**src/rtl/vld_pkg.sv**
```systemverilog
package vld_pkg;

    localparam int ELEM_W = 64;

    typedef enum logic [2:0] {
        ST_IDLE,
        ST_REQ,
        ST_WAIT,
        ST_WRITE,
        ST_DONE
    } vld_state_e;

    // lanes in one register: 8 >> size for a 64-bit half, doubled when full
    function automatic logic [4:0] lanes_per_reg(input logic [1:0] sz, input logic full);
        logic [4:0] half;
        half = 5'd8 >> sz;
        return full ? {half[3:0], 1'b0} : half;
    endfunction

    function automatic logic [ELEM_W-1:0] elem_mask(input logic [1:0] sz);
        logic [ELEM_W-1:0] m;
        case (sz)
            2'd0:    m = 64'h0000_0000_0000_00FF;
            2'd1:    m = 64'h0000_0000_0000_FFFF;
            2'd2:    m = 64'h0000_0000_FFFF_FFFF;
            default: m = 64'hFFFF_FFFF_FFFF_FFFF;
        endcase
        return m;
    endfunction

endpackage

```
**src/rtl/vld_addr_gen.sv**
```systemverilog
module vld_addr_gen #(
    parameter int ADDR_W = 32
) (
    input  logic              clk,
    input  logic              rst_n,
    input  logic              load_i,
    input  logic [ADDR_W-1:0] base_i,
    input  logic [1:0]        size_i,
    input  logic              step_i,
    output logic [ADDR_W-1:0] addr_o
);
    logic [ADDR_W-1:0] addr_q;
    logic [1:0]        size_q;

    always_ff @(posedge clk or negedge rst_n) begin
        if (!rst_n) begin
            addr_q <= '0;
            size_q <= '0;
        end else if (load_i) begin
            addr_q <= base_i;
            size_q <= size_i;
        end else if (step_i) begin
            addr_q <= addr_q + (ADDR_W'(1) << size_q);
        end
    end

    assign addr_o = addr_q;

    // a step never leaves the address unchanged
    a_r5_addr_moves: assert property (@(posedge clk) disable iff (!rst_n)
        step_i && !load_i |=> addr_o != $past(addr_o));
endmodule

```
**src/rtl/vld_loop_idx.sv**
```systemverilog
module vld_loop_idx #(
    parameter int CNT_W  = 3,
    parameter int LANE_W = 4
) (
    input  logic              clk,
    input  logic              rst_n,
    input  logic              load_i,
    input  logic              step_i,
    input  logic [CNT_W-1:0]  rpt_i,
    input  logic [CNT_W-1:0]  selem_i,
    input  logic [LANE_W:0]   lanes_i,
    output logic [CNT_W-1:0]  rep_o,
    output logic [CNT_W-1:0]  elem_o,
    output logic [LANE_W-1:0] lane_o,
    output logic              last_o
);
    logic [CNT_W-1:0]  rpt_q, selem_q, i_q, k_q;
    logic [LANE_W:0]   lanes_q;
    logic [LANE_W-1:0] j_q;
    logic              k_end, j_end, i_end;

    assign k_end  = (k_q == selem_q - CNT_W'(1));
    assign j_end  = ({1'b0, j_q} == lanes_q - (LANE_W+1)'(1));
    assign i_end  = (i_q == rpt_q - CNT_W'(1));
    assign last_o = i_end && j_end && k_end;

    always_ff @(posedge clk or negedge rst_n) begin
        if (!rst_n) begin
            rpt_q   <= CNT_W'(1);
            selem_q <= CNT_W'(1);
            lanes_q <= (LANE_W+1)'(1);
            i_q     <= '0;
            j_q     <= '0;
            k_q     <= '0;
        end else if (load_i) begin
            rpt_q   <= rpt_i;
            selem_q <= selem_i;
            lanes_q <= lanes_i;
            i_q     <= '0;
            j_q     <= '0;
            k_q     <= '0;
        end else if (step_i) begin
            if (!k_end) begin
                k_q <= k_q + CNT_W'(1);
            end else begin
                k_q <= '0;
                if (!j_end) begin
                    j_q <= j_q + LANE_W'(1);
                end else begin
                    j_q <= '0;
                    i_q <= i_end ? '0 : i_q + CNT_W'(1);
                end
            end
        end
    end

    assign rep_o  = i_q;
    assign elem_o = k_q;
    assign lane_o = j_q;

    // indices stay inside the limits latched at start
    a_r3_index_range: assert property (@(posedge clk) disable iff (!rst_n)
        k_q < selem_q && {1'b0, j_q} < lanes_q && i_q < rpt_q);
endmodule

```
**src/rtl/vstruct_ld_seq.sv**
```systemverilog
module vstruct_ld_seq
    import vld_pkg::*;
#(
    parameter int ADDR_W    = 32,
    parameter int NUM_VREGS = 32,
    parameter int CNT_W     = 3,
    localparam int REG_W    = $clog2(NUM_VREGS),
    localparam int LANE_W   = 4
) (
    input  logic              clk,
    input  logic              rst_n,
    input  logic              start_i,
    input  logic [ADDR_W-1:0] base_addr_i,
    input  logic [1:0]        esize_i,
    input  logic              qfull_i,
    input  logic [REG_W-1:0]  first_reg_i,
    input  logic [CNT_W-1:0]  nelem_i,
    input  logic [CNT_W-1:0]  nregs_i,
    output logic              busy_o,
    output logic              rd_req_valid_o,
    input  logic              rd_req_ready_i,
    output logic [ADDR_W-1:0] rd_addr_o,
    output logic [1:0]        rd_size_o,
    input  logic              rd_rsp_valid_i,
    input  logic [63:0]       rd_rsp_data_i,
    output logic              wr_en_o,
    output logic [REG_W-1:0]  wr_reg_o,
    output logic [3:0]        wr_lane_o,
    output logic [1:0]        wr_size_o,
    output logic [63:0]       wr_data_o,
    output logic              wr_clr_hi_o,
    output logic              done_o
);
    vld_state_e state_q, state_d;

    logic              accept, step, last;
    logic [1:0]        size_q;
    logic              full_q;
    logic [REG_W-1:0]  first_q;
    logic [ELEM_W-1:0] data_q;
    logic [CNT_W-1:0]  rpt, rep, elem;
    logic [LANE_W-1:0] lane;
    logic [ADDR_W-1:0] addr;

    assign accept = (state_q == ST_IDLE) && start_i;
    assign step   = (state_q == ST_WRITE);
    assign rpt    = (nelem_i == nregs_i) ? CNT_W'(1) : nregs_i;

    // next-state logic
    always_comb begin
        state_d = state_q;
        unique case (state_q)
            ST_IDLE:  if (start_i)        state_d = ST_REQ;
            ST_REQ:   if (rd_req_ready_i) state_d = ST_WAIT;
            ST_WAIT:  if (rd_rsp_valid_i) state_d = ST_WRITE;
            ST_WRITE: state_d = last ? ST_DONE : ST_REQ;
            ST_DONE:  state_d = ST_IDLE;
            default:  state_d = ST_IDLE;
        endcase
    end

    // state register
    always_ff @(posedge clk or negedge rst_n) begin
        if (!rst_n) state_q <= ST_IDLE;
        else        state_q <= state_d;
    end

    // command and element capture
    always_ff @(posedge clk or negedge rst_n) begin
        if (!rst_n) begin
            size_q  <= '0;
            full_q  <= 1'b0;
            first_q <= '0;
            data_q  <= '0;
        end else begin
            if (accept) begin
                size_q  <= esize_i;
                full_q  <= qfull_i;
                first_q <= first_reg_i;
            end
            if (state_q == ST_WAIT && rd_rsp_valid_i)
                data_q <= rd_rsp_data_i & elem_mask(size_q);
        end
    end

    vld_loop_idx #(.CNT_W(CNT_W), .LANE_W(LANE_W)) u_idx (
        .clk     (clk),
        .rst_n   (rst_n),
        .load_i  (accept),
        .step_i  (step),
        .rpt_i   (rpt),
        .selem_i (nelem_i),
        .lanes_i (lanes_per_reg(esize_i, qfull_i)),
        .rep_o   (rep),
        .elem_o  (elem),
        .lane_o  (lane),
        .last_o  (last)
    );

    vld_addr_gen #(.ADDR_W(ADDR_W)) u_addr (
        .clk    (clk),
        .rst_n  (rst_n),
        .load_i (accept),
        .base_i (base_addr_i),
        .size_i (esize_i),
        .step_i (step),
        .addr_o (addr)
    );

    // outputs
    always_comb begin
        busy_o         = (state_q != ST_IDLE);
        rd_req_valid_o = (state_q == ST_REQ);
        wr_en_o        = (state_q == ST_WRITE);
        done_o         = (state_q == ST_DONE);
        rd_addr_o      = addr;
        rd_size_o      = size_q;
        wr_reg_o       = first_q + REG_W'(rep) + REG_W'(elem);
        wr_lane_o      = lane;
        wr_size_o      = size_q;
        wr_data_o      = data_q;
        wr_clr_hi_o    = !full_q;
    end

    // checker state: last accepted address of this operation
    logic [ADDR_W-1:0] chk_prev_addr;
    logic              chk_have_prev;
    logic              chk_hs;
    assign chk_hs = rd_req_valid_o && rd_req_ready_i;

    always_ff @(posedge clk or negedge rst_n) begin
        if (!rst_n) begin
            chk_prev_addr <= '0;
            chk_have_prev <= 1'b0;
        end else if (accept) begin
            chk_have_prev <= 1'b0;
        end else if (chk_hs) begin
            chk_prev_addr <= rd_addr_o;
            chk_have_prev <= 1'b1;
        end
    end

    a_r5_addr_step: assert property (@(posedge clk) disable iff (!rst_n)
        chk_hs && chk_have_prev |-> rd_addr_o == chk_prev_addr + (ADDR_W'(1) << rd_size_o));

    a_r10_req_hold: assert property (@(posedge clk) disable iff (!rst_n)
        rd_req_valid_o && !rd_req_ready_i |=> rd_req_valid_o && $stable(rd_addr_o));

    a_r12_write_after_rsp: assert property (@(posedge clk) disable iff (!rst_n)
        wr_en_o |-> $past(rd_rsp_valid_i));

    a_r9_done_after_write: assert property (@(posedge clk) disable iff (!rst_n)
        done_o |-> $past(wr_en_o) && !wr_en_o);

    a_r8_size_hold: assert property (@(posedge clk) disable iff (!rst_n)
        busy_o && !done_o |=> $stable(wr_size_o) && $stable(wr_clr_hi_o));
endmodule

```
**config.mk**
```make
export PLATFORM = sky130hd
export DESIGN_NAME = vstruct_ld_seq
export DESIGN_NICKNAME = d
export VERILOG_FILES = /design/src/rtl/vld_pkg.sv /design/src/rtl/vld_addr_gen.sv /design/src/rtl/vld_loop_idx.sv /design/src/rtl/vstruct_ld_seq.sv
export SDC_FILE = /design/constraint.sdc
export NUM_CORES = 1
export LEC_CHECK = 0
export ABC_AREA = 0
export BUFFER_PORTS_ARGS = -buffer_cell sky130_fd_sc_hd__buf_2
export CAP_MARGIN = 0
export CORE_ASPECT_RATIO = 0.7
export CORE_MARGIN = 2
export CORE_UTILIZATION = 45
export DETAILED_ROUTE_END_ITERATION = 6
export HOLD_SLACK_MARGIN = 0.02
export PLACE_DENSITY = 0.79
export SLEW_MARGIN = 15
export SYNTH_ARGS = -nofsm -noshare
export SYNTH_HDL_FRONTEND = slang
export SYNTH_SLANG_ARGS = --single-unit
```
**constraint.sdc**
```tcl
create_clock -name clk -period 2.56 [get_ports clk]
set_clock_uncertainty 0.15 [all_clocks]
set_input_delay 0.256 -clock clk [delete_from_list [all_inputs] [get_ports clk]]
set_output_delay 0.256 -clock clk [all_outputs]
set_load 0.01 [all_outputs]
```
After elaboration in Yosys (flattened, before gate mapping)
Index checks and enable logic that the tools add are counted.

Flip-flop bits (word level): 128. Output and inout bits: 114.

$add $sub $neg: 9. Bitwise gates (word level): 1. Muxes and demuxes: 23. Eq/ne operators: 13. Reduce and logical (&&, ||, !) cells: 14. Shift operators: 2.

Operator list (count): $pmux 64 s3 (1); $and 64x64->64 (1); $mux 32 (2); $mux 64 (1); $mux 3 (13); $add 32x32->32 (1); $shl 1x2->32 const A (1); $mux 4 (4); $pmux 3 s4 (1); $add 5x3->5 (2); $eq 3x3->1 (3); $add 3x1->3 const B (2); $eq 3x2->1 const B (2); $reduce_and 3->1 (2); $reduce_bool 2->1 (3); $sub 3x1->3 const B (2); $eq 4x5->1 (1); $mux 5 (1); $shr 4x2->5 const A (1); $sub 5x1->5 const B (1); $add 4x1->4 const B (1); $logic_and 1x1->1 (4); $ne 2x2->1 const B (2); $eq 3x1->1 const B (1); other kinds (9) (9).

Logic depth before layout (Yosys ltp)
Word-level depth: 7. Gate-level depth with buffers: 13. Mapped depth without buffers: 11.

Hierarchy
Synthesis repeated with hierarchy kept, for this count alone.

Cell total of the unflattened synthesis: 709. Area, all modules: 6766.5 um2.

By module, submodules not included: vstruct_ld_seq (cells each 337, seq. area each 1876.8 um2, instances 1, area each 3352.0 um2); vld_addr_gen (cells each 254, seq. area each 850.8 um2, instances 1, area each 2208.4 um2); vld_loop_idx (cells each 118, seq. area each 529.3 um2, instances 1, area each 1206.2 um2).

Worst setup path after synthesis
Ideal clock, no wire load.

Kind: register -> register. Start: register, netlist name rd_size_o[0]. End: register u_addr.addr_q[28] (netlist: u_addr.addr_o[28]). Setup time: 0.077 ns. Clock period less this slack: 2.704 ns. Arrival: 2.476 ns. Slack: -0.144 ns. Stages on the path, launching flop included: 14. Path through: dfrtp_1 -> or2_2 -> clkbuf_1 -> inv_1 -> ha_1 -> inv_1 -> fa_1 -> nor2b_1 -> o21a_1 -> o211a_1 -> buf_2 -> nand4_1 -> xor2_1 -> a21oi_1.

RTL lines: to (signal assigned) (RTL line vld_addr_gen.sv:20) `addr_q <= base_i;`; to (signal assigned) (RTL line vld_addr_gen.sv:23) `addr_q <= addr_q + (ADDR_W'(1) << size_q);`; to (decl) (RTL line vld_addr_gen.sv:12) `logic [ADDR_W-1:0] addr_q;`.

Worst setup path in the final report
Start: register u_idx.i_q[1] (netlist: u_idx.rep_o[1]). End: output port wr_reg_o[3].

Word-level cells in the longest chain between the ends: 2.

Ends and longest elaborated chain: from (decl) (RTL line vld_loop_idx.sv:17) `logic [CNT_W-1:0] rpt_q, selem_q, i_q, k_q;`; from (signal assigned) (RTL line vld_loop_idx.sv:51) `i_q <= i_end ? '0 : i_q + CNT_W'(1);`; $add 5x3->5 (2 in a row) (RTL line vstruct_ld_seq.sv:118) `wr_reg_o = first_q + REG_W'(rep) + REG_W'(elem);`; to (decl) (RTL line vstruct_ld_seq.sv:27) `output logic [REG_W-1:0] wr_reg_o,`.

No other way between the ends.

==> impl_results.md <==
- Status: finished, violations left
- Failing checks: negative setup slack
- Setup CP Type: flip-flop to output port
- Routability cong.: 0.843
- Starting Density: 45.6%
- Layout Nets: 1155
- Share of cells above drive strength 1: 30.7%
- Vias in the first global route: 6010
- Synth Cell Area: 6290 um2
- Post-synth net total: 814
- Fin. Hold Viols: 0
- Worst-margin pin slew: 0.538 ns
- Final setup TNS: -0.134 ns
- Vias per cell: 5.14
- Main synth FF type: dfrtp_1
- Hpwl dp: 11.9 mm
- Largest net degree at the start of global routing: 82
- Hold Crit Class: primary input to asynchronous set/reset pin
- ANT cells: 0
- Most common cell in the netlist: nand2_1
- Filler-free cell count of the finished design: 1225
- Port Buf Inserts: 228
- Post-Route WL: 19.4 mm
- Clk slew on worst S/H paths: 0.07 ns
- Clock buffer depth: 2
- Synth area leaders: dfrtp_1 (50%), nand2_1 (11%), o21ai_0 (6.7%), xor2_1 (4.3%), ha_1 (2.6%)
- Post-route clock period utilization: 102%
- CP endpoint kind: output port
- Pre-antenna DRT Iters: 5
- Ys async rst share: 100%
- Vias: 6296
- Max-cap viol count: 0
- CTS sink count: 128
- Cts bufs inserted: 17
- Crit path time final: 2.62 ns
- Unrepaired setup endpoints after global routing: yes
- Iteration-0 DRC Markers: 344
- Layout Cell Area excl Fill: 9560 um2
- Cell taking the most area after synthesis: dfrtp_1
- Synth cell count leaders: nand2_1 (183), dfrtp_1 (125), o21ai_0 (84), xor2_1 (31), clkbuf_1 (29)
- Die height: 103 um
- Peak supply drop: 0.000642 V
- EDFF count, synth: 0
- TritonCTS clock tree: built
- Fmax: 382 MHz
- Mean Syn Cell Area: 9.23 um2
- Yosys warning count: 0
- Synth cell types: 53
- GRT overflow: 0
- Cell leakage power: 4.65 nW
- DP Cell Count: 1076
- Layout fillers: 1031
- Drt wl/cell: 15.8 um
- Startpoint Class: flip-flop
- Routed Antenna Nets: 0
- Root Buffer: clkbuf_16
- Endpoints failing setup: 3
- Total Power: 11.1 mW
- Crit path max fanout: 2
- Crit path DAT: 2.21 ns
- Area growth syn-to-layout: 52.1%
- Initial antenna violation count: 0
- Yosys reg bits: 128
- Relative slew slack: 64.0%
- Placed cell areas: 7700 um2
- Number of core rows: 36
- Syn Inst Count: 681
- Die Width: 145 um
- DRC: 0
- Core area: 13800 um2
- Clock Latency Late Sink: 0.41 ns
- Register area share after synthesis: 51.0%
- First-pass GRT wire length: 30.2 mm
- Gr usage total: 25.5%
- Fin worst setup slack: -0.0554 ns
- Die area: 14900 um2
- Top-Level Pins: 229
- Power per cell area: 1160 nW/um2
- Post-synth top area share: 49.8%
- CTS HTree Levels: 4
- Pre-CTS WS: -0.0602 ns
- Worst path required time: 2.15 ns
- Slew Viols, Final: 0
## worst paths after layout
kind / slack [ns] / cells after the start / start / endpoint
setup reg to reg: 0.11 / 11 / rd_size_o[0] / u_addr.addr_o[26]
max in group asynchronous: 1.59 / 3 / rst_n / wr_data_o[29]
setup / recovery: -0.06 / 6 / u_idx.rep_o[1] / wr_reg_o[3]
hold / removal: 0.08 / 2 / rst_n / u_addr.addr_o[7]
hold reg to reg: 0.32 / 2 / wr_data_o[57] / wr_data_o[57]
min in group clk: 0.10 / 3 / rd_rsp_valid_i / state_q[0]
## flip-flops by register name, indices dropped and copies added, names as in the netlist
| name | cells |
|---|---|
| rd_size_o | 2 |
| full_q | 1 |
| u_idx.lanes_q | 5 |
| first_q | 5 |
| u_addr.addr_o | 32 |
| u_idx.rep_o | 3 |
| u_idx.selem_q | 3 |
| u_idx.lane_o | 4 |
| u_idx.rpt_q | 3 |
| wr_data_o | 64 |
| state_q | 3 |
| u_idx.elem_o | 3 |
## layout make-up
cell class	count	area (um2)	share of cell area [%]
sequential	128	3210	33.6
multi-input combinational	489	2910	30.5
timing repair buffer	359	2470	25.8
clock buffer	20	447	4.67
tap	190	238	2.49
clock inverter	12	184	1.92
inverter	27	101	1.06
## kinds of logic after synthesis
kind of cell / count (synthesis) / share of synthesized area [%]
AND/OR/NAND/NOR: 277 / 20.1
AO/OA/AOI/OAI: 138 / 12.3
flip-flops: 128 / 51.0
buffers and inverters: 65 / 4.24
XOR/XNOR: 44 / 6.13
adder cells (fa/ha/maj): 18 / 4.18
multiplexers: 11 / 1.99
## stage by stage
stage	hold WS, ns	utilization [%]
after global placement	-0.0431	55.9
after floorplan	-0.190	-
after detailed placement	-0.0400	55.9
final	0.0821	69.4
after global routing	0.0763	69.4
after CTS	0.0730	68.8
## layout by cell type (no fill, tap or decap), types with 9 or more instances in the layout
master / instances
a21oi_1: 16
buf_2: 227
buf_4: 15
clkbuf_16: 17
dfrtp_1: 123
dlygate4sd3_1: 112
ha_1: 11
inv_1: 24
nand2_1: 183
nand3_1: 23
nand4_1: 9
nor2_1: 18
o21ai_0: 83
o21ai_1: 12
xnor2_1: 13
xor2_1: 31
## worst max-delay path: stages, from the launching register on
cell and delay, ns:
dfrtp_2 0.43, fa_1 0.51, ha_2 0.19, inv_2 0.04
fa_1 0.36, xnor2_1 0.13, buf_2 0.14
## layer usage
metal  global-route usage, %  part of all wire (%)
met1                    34.7                    42
met2                    41.3                    48
met3                    5.31                   7.7
met4                    9.35                   1.8
met5                       0                     0
## what timing repair did
item,4_1_cts,5_1_grt
endpoints found under the setup margin,12,22
buffers inserted,2,2
resized for setup,6,10
cloned,0,1
endpoints found under the hold margin,239,0
hold buffers,112,0
pin swaps,6,7
## power breakdown
part	internal [mW]	switching, mW
sequential	2.93	0.799
combinational	2.09	2.68
clock	1.66	0.920
(Power assumes the default switching activity.)
